`src/rtl/tshare_fir_pkg.sv`:
```
package tshare_fir_pkg;

    typedef enum logic {
        ST_IDLE,
        ST_RUN
    } fir_state_e;

    // Fixed coefficient rule, evaluated at elaboration for each tap.
    function automatic int fir_coef(input int idx);
        int raw;
        raw = (idx * 2749 + 1234) % 65536;
        return raw - 32768;
    endfunction

endpackage

```
`src/rtl/tshare_fir_hist.sv`:
```
module tshare_fir_hist #(
    parameter int DW    = 16,
    parameter int DEPTH = 32
) (
    input  logic                         clk,
    input  logic                         rst,
    input  logic                         shift,
    input  logic [DW-1:0]                din,
    output logic [DEPTH-1:0][DW-1:0]     taps
);
    // taps[0] holds the newest sample, taps[DEPTH-1] the oldest.
    always_ff @(posedge clk) begin
        if (rst) begin
            taps <= '0;
        end else if (shift) begin
            taps <= {taps[DEPTH-2:0], din};
        end
    end
endmodule

```
`src/rtl/tshare_fir_lane.sv`:
```
module tshare_fir_lane
    import tshare_fir_pkg::*;
#(
    parameter int DW    = 16,
    parameter int CW    = 16,
    parameter int ACC_W = 37,
    parameter int SPAN  = 8,
    parameter int CNT_W = 3,
    parameter int BASE  = 0
) (
    input  logic                         clk,
    input  logic                         rst,
    input  logic                         step,
    input  logic [CNT_W-1:0]             slot,
    input  logic [SPAN-1:0][DW-1:0]      grp,
    output logic signed [ACC_W-1:0]      acc
);
    localparam int PW = DW + CW;

    logic signed [CW-1:0]    coef_rom [SPAN];
    logic signed [PW-1:0]    prod;
    logic signed [ACC_W-1:0] prod_ext;

    for (genvar j = 0; j < SPAN; j++) begin : g_rom
        assign coef_rom[j] = CW'(fir_coef(BASE + j));
    end

    always_comb begin
        prod     = $signed(grp[slot]) * coef_rom[slot];
        prod_ext = {{(ACC_W-PW){prod[PW-1]}}, prod};
    end

    // The first slot restarts the sum; later slots add to it.
    always_ff @(posedge clk) begin
        if (rst) begin
            acc <= '0;
        end else if (step) begin
            acc <= ((slot == '0) ? '0 : acc) + prod_ext;
        end
    end
endmodule

```
`src/rtl/tshare_fir.sv`:
```
module tshare_fir
    import tshare_fir_pkg::*;
#(
    parameter int TAPS  = 32,
    parameter int LANES = 4,
    parameter int DW    = 16,
    parameter int CW    = 16,
    localparam int SPAN  = TAPS / LANES,
    localparam int CNT_W = (SPAN > 1) ? $clog2(SPAN) : 1,
    localparam int ACC_W = DW + CW + $clog2(TAPS)
) (
    input  logic                    clk,
    input  logic                    rst,
    input  logic                    smp_valid,
    input  logic [DW-1:0]           smp_data,
    output logic                    res_valid,
    output logic [ACC_W-1:0]        res_data,
    output logic                    late_hit
);
    if ((TAPS % LANES) != 0 || SPAN < 2) begin : g_bad_cfg
        $error("tshare_fir: LANES must divide TAPS with SPAN of at least 2");
    end

    fir_state_e              state_q, state_d;
    logic [CNT_W-1:0]        slot_q, slot_d;
    logic                    busy, last, accept, fin_q;
    logic [TAPS-1:0][DW-1:0] hist;
    logic signed [ACC_W-1:0] lane_acc [LANES];
    logic signed [ACC_W-1:0] total;

    assign busy   = (state_q == ST_RUN);
    assign last   = busy && (slot_q == CNT_W'(SPAN - 1));
    assign accept = smp_valid && (!busy || last);

    // Next-state logic
    always_comb begin
        state_d = state_q;
        slot_d  = slot_q;
        unique case (state_q)
            ST_IDLE: begin
                if (accept) begin            // ACCEPT
                    state_d = ST_RUN;
                    slot_d  = '0;
                end
            end
            ST_RUN: begin
                if (last) begin
                    slot_d  = '0;
                    state_d = accept ? ST_RUN : ST_IDLE;  // CHAIN / FINISH
                end else begin
                    slot_d = slot_q + 1'b1;
                end
            end
            default: begin
                state_d = ST_IDLE;
                slot_d  = '0;
            end
        endcase
    end

    // State register
    always_ff @(posedge clk) begin
        if (rst) begin
            state_q <= ST_IDLE;
            slot_q  <= '0;
        end else begin
            state_q <= state_d;
            slot_q  <= slot_d;
        end
    end

    tshare_fir_hist #(.DW(DW), .DEPTH(TAPS)) u_hist (
        .clk   (clk),
        .rst   (rst),
        .shift (accept),
        .din   (smp_data),
        .taps  (hist)
    );

    for (genvar k = 0; k < LANES; k++) begin : g_lane
        tshare_fir_lane #(
            .DW(DW), .CW(CW), .ACC_W(ACC_W),
            .SPAN(SPAN), .CNT_W(CNT_W), .BASE(k * SPAN)
        ) u_lane (
            .clk  (clk),
            .rst  (rst),
            .step (busy),
            .slot (slot_q),
            .grp  (hist[k*SPAN +: SPAN]),
            .acc  (lane_acc[k])
        );
    end

    always_comb begin
        total = '0;
        for (int k = 0; k < LANES; k++) begin
            total = total + lane_acc[k];
        end
    end

    // Output process: sum stage, result strobe, early-arrival flag
    always_ff @(posedge clk) begin
        if (rst) begin
            fin_q     <= 1'b0;
            res_valid <= 1'b0;
            res_data  <= '0;
            late_hit  <= 1'b0;
        end else begin
            fin_q     <= last;
            res_valid <= fin_q;
            if (fin_q) begin
                res_data <= total;
            end
            if (smp_valid && !accept) begin
                late_hit <= 1'b1;
            end
        end
    end
endmodule

```
`config.mk`:
```
export PLATFORM = sky130hd
export DESIGN_NAME = tshare_fir
export DESIGN_NICKNAME = d
export VERILOG_FILES = /design/src/rtl/tshare_fir_pkg.sv /design/src/rtl/tshare_fir_hist.sv /design/src/rtl/tshare_fir_lane.sv /design/src/rtl/tshare_fir.sv
export SDC_FILE = /design/constraint.sdc
export NUM_CORES = 2
export LEC_CHECK = 0
export BUFFER_PORTS_ARGS = -buffer_cell sky130_fd_sc_hd__buf_2
export CAP_MARGIN = 5
export CORE_MARGIN = 4
export CORE_UTILIZATION = 35
export CTS_BUF_LIST = sky130_fd_sc_hd__clkbuf_2 sky130_fd_sc_hd__clkbuf_4 sky130_fd_sc_hd__clkbuf_8
export DETAILED_ROUTE_END_ITERATION = 10
export SKIP_CTS_REPAIR_TIMING = 1
export SYNTH_ARGS = -nofsm -noshare
export SYNTH_HDL_FRONTEND = slang
export SYNTH_HIERARCHICAL = 1
export SYNTH_SLANG_ARGS = --single-unit
```
`constraint.sdc`:
```
create_clock -name clk -period 9.9 [get_ports clk]
set_input_delay 1.98 -clock clk [delete_from_list [all_inputs] [get_ports clk]]
set_output_delay 1.98 -clock clk [all_outputs]
set_load 0.005 [all_outputs]
```
After elaboration in Yosys (flattened, before gate mapping)
Memories as Yosys holds them, arrays and structs flattened.
Index checks and enable logic that the tools add are counted.
{"block": "word_totals", "reg_bits": 704, "output_inout_bits": 39, "ram_bits": 0, "latchBits": 0, "word_cells": 97, "rom_bits": 512, "mem_count": 4}
{"block": "op_classes", "n_div": 0, "bitwise_logic": 2, "eq_ne": 2, "add_sub_neg": 8, "muxes": 26, "reduce_logical": 7, "n_mul": 4, "shifts": 0, "order_cmp": 2}
{"name": "(name not given)", "words": 8, "word_bits": 16, "rd": 1, "rd_clocked_by_memory_dff": 0, "wr": 0, "line_no": "tshare_fir_lane.sv:29", "source": "prod = $signed(grp[slot]) * coef_rom[slot];"}
{"name": "(name not given)", "words": 8, "word_bits": 16, "rd": 1, "rd_clocked_by_memory_dff": 0, "wr": 0, "line_no": "tshare_fir_lane.sv:29"}
{"name": "(name not given)", "words": 8, "word_bits": 16, "rd": 1, "rd_clocked_by_memory_dff": 0, "wr": 0, "line_no": "tshare_fir_lane.sv:29"}
{"name": "(name not given)", "words": 8, "word_bits": 16, "rd": 1, "rd_clocked_by_memory_dff": 0, "wr": 0, "line_no": "tshare_fir_lane.sv:29"}
{"op": "$add A37 B37 Y37", "n": 7}
{"op": "$bmux W16 S3", "n": 4}
{"op": "$mux W16", "n": 12}
{"op": "$mux W37", "n": 4}
{"op": "$mul A16 B16 Y32", "n": 4}
{"op": "$mux W3", "n": 2}
{"op": "$pmux W3 S2", "n": 1}
{"op": "$ge A4 B4 Y1 const B", "n": 1}
{"op": "$lt A3 B4 Y1 const B", "n": 1}
{"op": "$not A3 Y4", "n": 1}
{"op": "$add A3 B1 Y3 const B", "n": 1}
{"op": "$eq A3 B3 Y1 const B", "n": 1}
{"op": "$logic_and A1 B1 Y1", "n": 3}
{"op": "$logic_not A3 Y1", "n": 1}
{"op": "$logic_not A1 Y1", "n": 2}
{"op": "$mux W1", "n": 2}
{"op": "$ne A2 B2 Y1 const B", "n": 1}
{"op": "$pmux W1 S2", "n": 1}
{"op": "$logic_or A1 B1 Y1", "n": 1}
{"op": "$not A1 Y1", "n": 1}

Depth between registers and ports, before layout
{"block": "depth", "depth_word": 7, "ltp_mapped": 49}

By module
The synthesis kept the hierarchy.
{"mod": "tshare_fir_hist", "area_per_inst_um2": 18546.5, "instances": 1, "cells_per_inst": 1650}
{"mod": "tshare_fir_lane (g_lane[0].u_lane)", "area_per_inst_um2": 14079.8, "instances": 1, "cells_per_inst": 1651}
{"mod": "tshare_fir_lane (g_lane[3].u_lane)", "area_per_inst_um2": 13850.8, "instances": 1, "cells_per_inst": 1604}
{"mod": "tshare_fir_lane (g_lane[1].u_lane)", "area_per_inst_um2": 13690.6, "instances": 1, "cells_per_inst": 1539}
{"mod": "tshare_fir_lane (g_lane[2].u_lane)", "area_per_inst_um2": 13645.6, "instances": 1, "cells_per_inst": 1525}
{"mod": "tshare_fir", "area_per_inst_um2": 5810.6, "instances": 1, "cells_per_inst": 720}

Least setup slack after synthesis
OpenSTA, ideal clock, no wires.
{"block": "synth_timing", "kind": "register -> register", "startpoint": "register slot_q[0]", "endpoint": "register g_lane[0].u_lane.acc[36]", "period_less_slack_ns": 10.600, "arrival_time_ns": 10.505, "setup_ns": 0.095, "required_ns": 9.805, "setup_slack_ns": -0.700, "stages_incl_launch_ff": 39, "n_path_buf": 5, "path_cell_list": "dfxtp_1 > buf_2 > buf_2 > buf_2 > buf_2 > clkinv_1 > clkbuf_1 > ha_1 > xor2_1 > nand2_1 > inv_1 > fa_1 > inv_1 > fa_1 > inv_1 > fa_1 > fa_1 > fa_1 > (+3 left out) > ha_1 > a21oi_1 > o21ai_0 > or3_1 > a211oi_1 > nor3_1 > nor3_1 > xnor2_1 > ha_1 > a2111oi_0 > o21ai_0 > a221oi_1 > nor3b_1 > a211oi_2 > o211ai_1 > a21oi_1 > or3_1 > o311ai_1"}
{"block": "synth_between", "elab_chain_len": 6}
{"item": "from (decl)", "line_no": "tshare_fir.sv:25", "source": "logic [CNT_W-1:0] slot_q, slot_d;"}
{"item": "from (signal assigned)", "line_no": "tshare_fir.sv:68", "source": "slot_q <= slot_d;"}
{"item": "$not A3 Y4 (implied by the code)", "line_no": "tshare_fir_lane.sv:29"}
{"item": "$mem_v2 Z8 W16"}
{"item": "$mux W16 (implied by the code) (2 in series)", "line_no": "tshare_fir_lane.sv:29"}
{"item": "$mul A16 B16 Y32", "line_no": "tshare_fir_lane.sv:29"}
{"item": "$add A37 B37 Y37 (*)", "line_no": "tshare_fir_lane.sv:38", "source": "acc <= ((slot == '0) ? '0 : acc) + prod_ext;"}
{"item": "to (signal assigned)", "line_no": "tshare_fir_lane.sv:38"}
{"item": "to (decl)", "line_no": "tshare_fir_lane.sv:16", "source": "output logic signed [ACC_W-1:0] acc"}
Every way passes the cells marked *; elsewhere a longest branch is shown, timed or not. The select of a mux whose other input is x is not followed.
A chain may end at the register's enable or synchronous reset.

Final worst setup path
{"block": "layout_timing", "startpoint": "register slot_q[0]", "endpoint": "register g_lane[2].u_lane.acc[36]"}
{"block": "layout_between", "elab_chain_len": 6}
{"item": "$not A3 Y4 (implied by the code)", "line_no": "tshare_fir_lane.sv:29"}
{"item": "$mem_v2 Z8 W16"}
{"item": "$mux W16 (implied by the code) (2 in series)", "line_no": "tshare_fir_lane.sv:29"}
{"item": "$mul A16 B16 Y32", "line_no": "tshare_fir_lane.sv:29"}
{"item": "$add A37 B37 Y37 (*)", "line_no": "tshare_fir_lane.sv:38"}
{"item": "to (signal assigned)", "line_no": "tshare_fir_lane.sv:38"}
{"item": "to (decl)", "line_no": "tshare_fir_lane.sv:16"}
Marked as above.

==> run_results.csv <==
group,metric,value,unit
floorplan,die_h,485,um
route,drc,0,
pwr,ir_drop,0.000165,V
placement,io_buffers,57,
yosys,yosysSeqAreaShare,0.177,
timing,hold_ws,451,ps
timing,slew_headroom,0.250,
floorplan,start_util,0.353,
yosys,synth_seq_cells,704,
floorplan,dieArea,0.235,mm2
setup_path,critical_path_buf_inv_count,8,
yosys,synth_nets,10300,
pwr,finalPower,10.2,mW
route,ant_nets,0,
min_path,hold_class,"register to register",
final_layout,drive_gt1_frac,0.119,
timing,skew,51.6,ps
clocking,ctsHtreeMaxLevel,4,
timing,fin_crit,9610,ps
timing,setup_viol,0,
yosys,synthFlopType,"dfxtp_1",
setup_path,critPathLaunchType,"register",
setup_path,rr_worst_depth,35,
route,avgViaCountPerCell,4.94,
pwr,pwr_density_cell,115,mW/mm2
timing,slew_viol_final,0,
clocking,clock-root-buffer,"clkbuf_8",
route,totalWireLength,222000,um
global_routing,grt_max_degree,203,
final_layout,utilization,0.394,
timing,worst_pin_slew,1120,ps
placement,dp_hpwl,180000,um
clocking,clk_latency,890,ps
timing,max_clock_freq,0.104,GHz
min_path,hold_depth,1,
route,wire_per_inst,18.3,um
setup_path,worstSetupPathType,"register to register",
clocking,cts_tree,"built",
global_routing,first_global_vias,60800,
yosys,syn_area_per_cell,9.16,um2
setup_path,worst-path-stages,35,
route,drtIter0Drc,3727,
placement,gp_congestion,0.936,
job,maxCapViolations,0,
final_layout,final_cell_mix,"inv_1, nor2_1, fa_1, dfxtp_1, mux2i_1",
global_routing,grt_usage,0.186,
yosys,syn_area,0.0796,mm2
yosys,synth_edf_count,0,
pwr,p_leak,42.2,nW
global_routing,antenna_found_initial,3,
yosys,synthArstFlopShare,0,
clocking,cts.path.max_buffers,3,
floorplan,placementRows,174,
floorplan,ioPinCount,58,
global_routing,grt_pass1_wl,349000,um
clocking,numCtsBuffers,130,
setup_path,crit_required,10660,ps
setup_path,slowest_stage,"mux4_2",
yosys,ys_types,113,
final_layout,num-nets-final,10700,
route,dr.pass1.iters,6,
outcome,status,"finished, final reports clean",
floorplan,die_w,485,um
setup_path,cp_slowest_stage_delay,560,ps
floorplan,core_area,0.226,mm2
route,num_vias,59800,
yosys,synth_cells,8689,
setup_path,worstPathMaxFanout,19,
timing,hold_viol,0,
yosys,ys_warn_count,6,
global_routing,grt.overflow.total,0,
setup_path,cp.arrival,10370,ps
clocking,cts.sinks,704,
clocking,clkSlewWorstSetupHoldPaths,60,ps
setup_path,critical-path-top-delay-family,"adder cells",
final_layout,synthToLayoutAreaGrowth,11.7,%
timing,fin_crit_sh,0.971,
final_layout,final_common_cell,"inv_1",
timing,tns,0,ps
setup_path,worstSetupEndpointType,"register",
setup_path,cp_common_cell,"fa_1",
## Yosys cell counts, types with 83 or more instances
| cell type | n | area share |
|---|---|---|
| nor2_1 | 1206 | 0.057 |
| a21oi_1 | 319 | 0.020 |
| and2_1 | 163 | 0.013 |
| nand2b_1 | 86 | 0.0068 |
| a21o_1 | 116 | 0.011 |
| dfxtp_1 | 704 | 0.18 |
| mux2i_1 | 696 | 0.087 |
| xor2_1 | 83 | 0.0091 |
| ha_1 | 532 | 0.084 |
| clkbuf_1 | 190 | 0.0090 |
| mux4_2 | 90 | 0.025 |
| nand2_1 | 556 | 0.026 |
| inv_1 | 1543 | 0.073 |
| fa_1 | 1103 | 0.28 |
| o21ai_0 | 148 | 0.0093 |
| xnor2_1 | 205 | 0.023 |
## flip-flops by register name, indices dropped and copies added (netlist names)
signal and count:
u_hist/taps 512, g_lane.u_lane/acc 148, res_data 37, slot_q 3
busy 1, fin_q 1, late_hit 1, res_valid 1
## cells by family after synthesis
group / count (synthesis) / share of synthesized area
and+or+nand+nor: 2389 / 0.132
buffers and inverters: 1875 / 0.0993
adders and majority gates: 1635 / 0.361
DFF: 704 / 0.177
AOI/OAI and AO/OA: 965 / 0.0794
xor gates and xnor gates: 293 / 0.0330
muxes: 828 / 0.119
## stage by stage
stage	std cells	instance area (um2)	setup slack [ps]
after CTS	12100	87900	-163
after floorplan	8689	79700	-88.0
after global placement	11800	85000	-117
after detailed placement	11800	85000	-127
after global routing	12100	89000	-97.0
final	12100	89000	292
## layout make-up
type                    instances  area, um2
flip-flops and latches        704      14100
clock buffers                 193       2470
diodes                          5       12.5
repair buffers                518       4250
multi-input cells            6110      58100
clock inverters                34        453
inverters                    1551       5840
well taps                    2992       3740
fillers                     22600     137000
## worst register-to-register path, delay by kind of cell, from the launching register on
kind                       cells  cell delay, ps
AOI/OAI and AO/OA              9            1980
xor gates and xnor gates       1             220
adders and majority gates      8            3640
buffers and inverters          8             980
DFF                            1             370
muxes                          2             930
and+or+nand+nor                7            1390
## path summary, 6_finish.rpt
| kind | start | to | slack, ps |
|---|---|---|---|
| setup / recovery | slot_q[0]$_SDFFE_PP0P_ | g_lane[2].u_lane/acc[36]$_SDFFE_PP0P_ | 290 |
| hold / removal | res_data[33]$_SDFFE_PP0P_ | res_data[33]$_SDFFE_PP0P_ | 450 |
| setup reg to reg | slot_q[0]$_SDFFE_PP0P_ | g_lane[2].u_lane/acc[36]$_SDFFE_PP0P_ | 290 |
| hold reg to reg | res_data[33]$_SDFFE_PP0P_ | res_data[33]$_SDFFE_PP0P_ | 450 |
## routing by layer
metal  track usage  vias up  share of wire
li1              -    28300              -
met5             0        -       0.000032
met3        0.0221      260          0.040
met2         0.309     1266           0.48
met1         0.258    29900           0.46
met4        0.0468        2          0.025
## where the power goes
part | switching, mW | internal, mW | total (mW)
clock | 1.40 | 1.76 | 3.16
sequential | 0.0538 | 2.88 | 2.94
combinational | 2.36 | 1.78 | 4.15
total | 3.82 | 6.43 | 10.2
No activity file was read; power rests on OpenSTA's default activity.
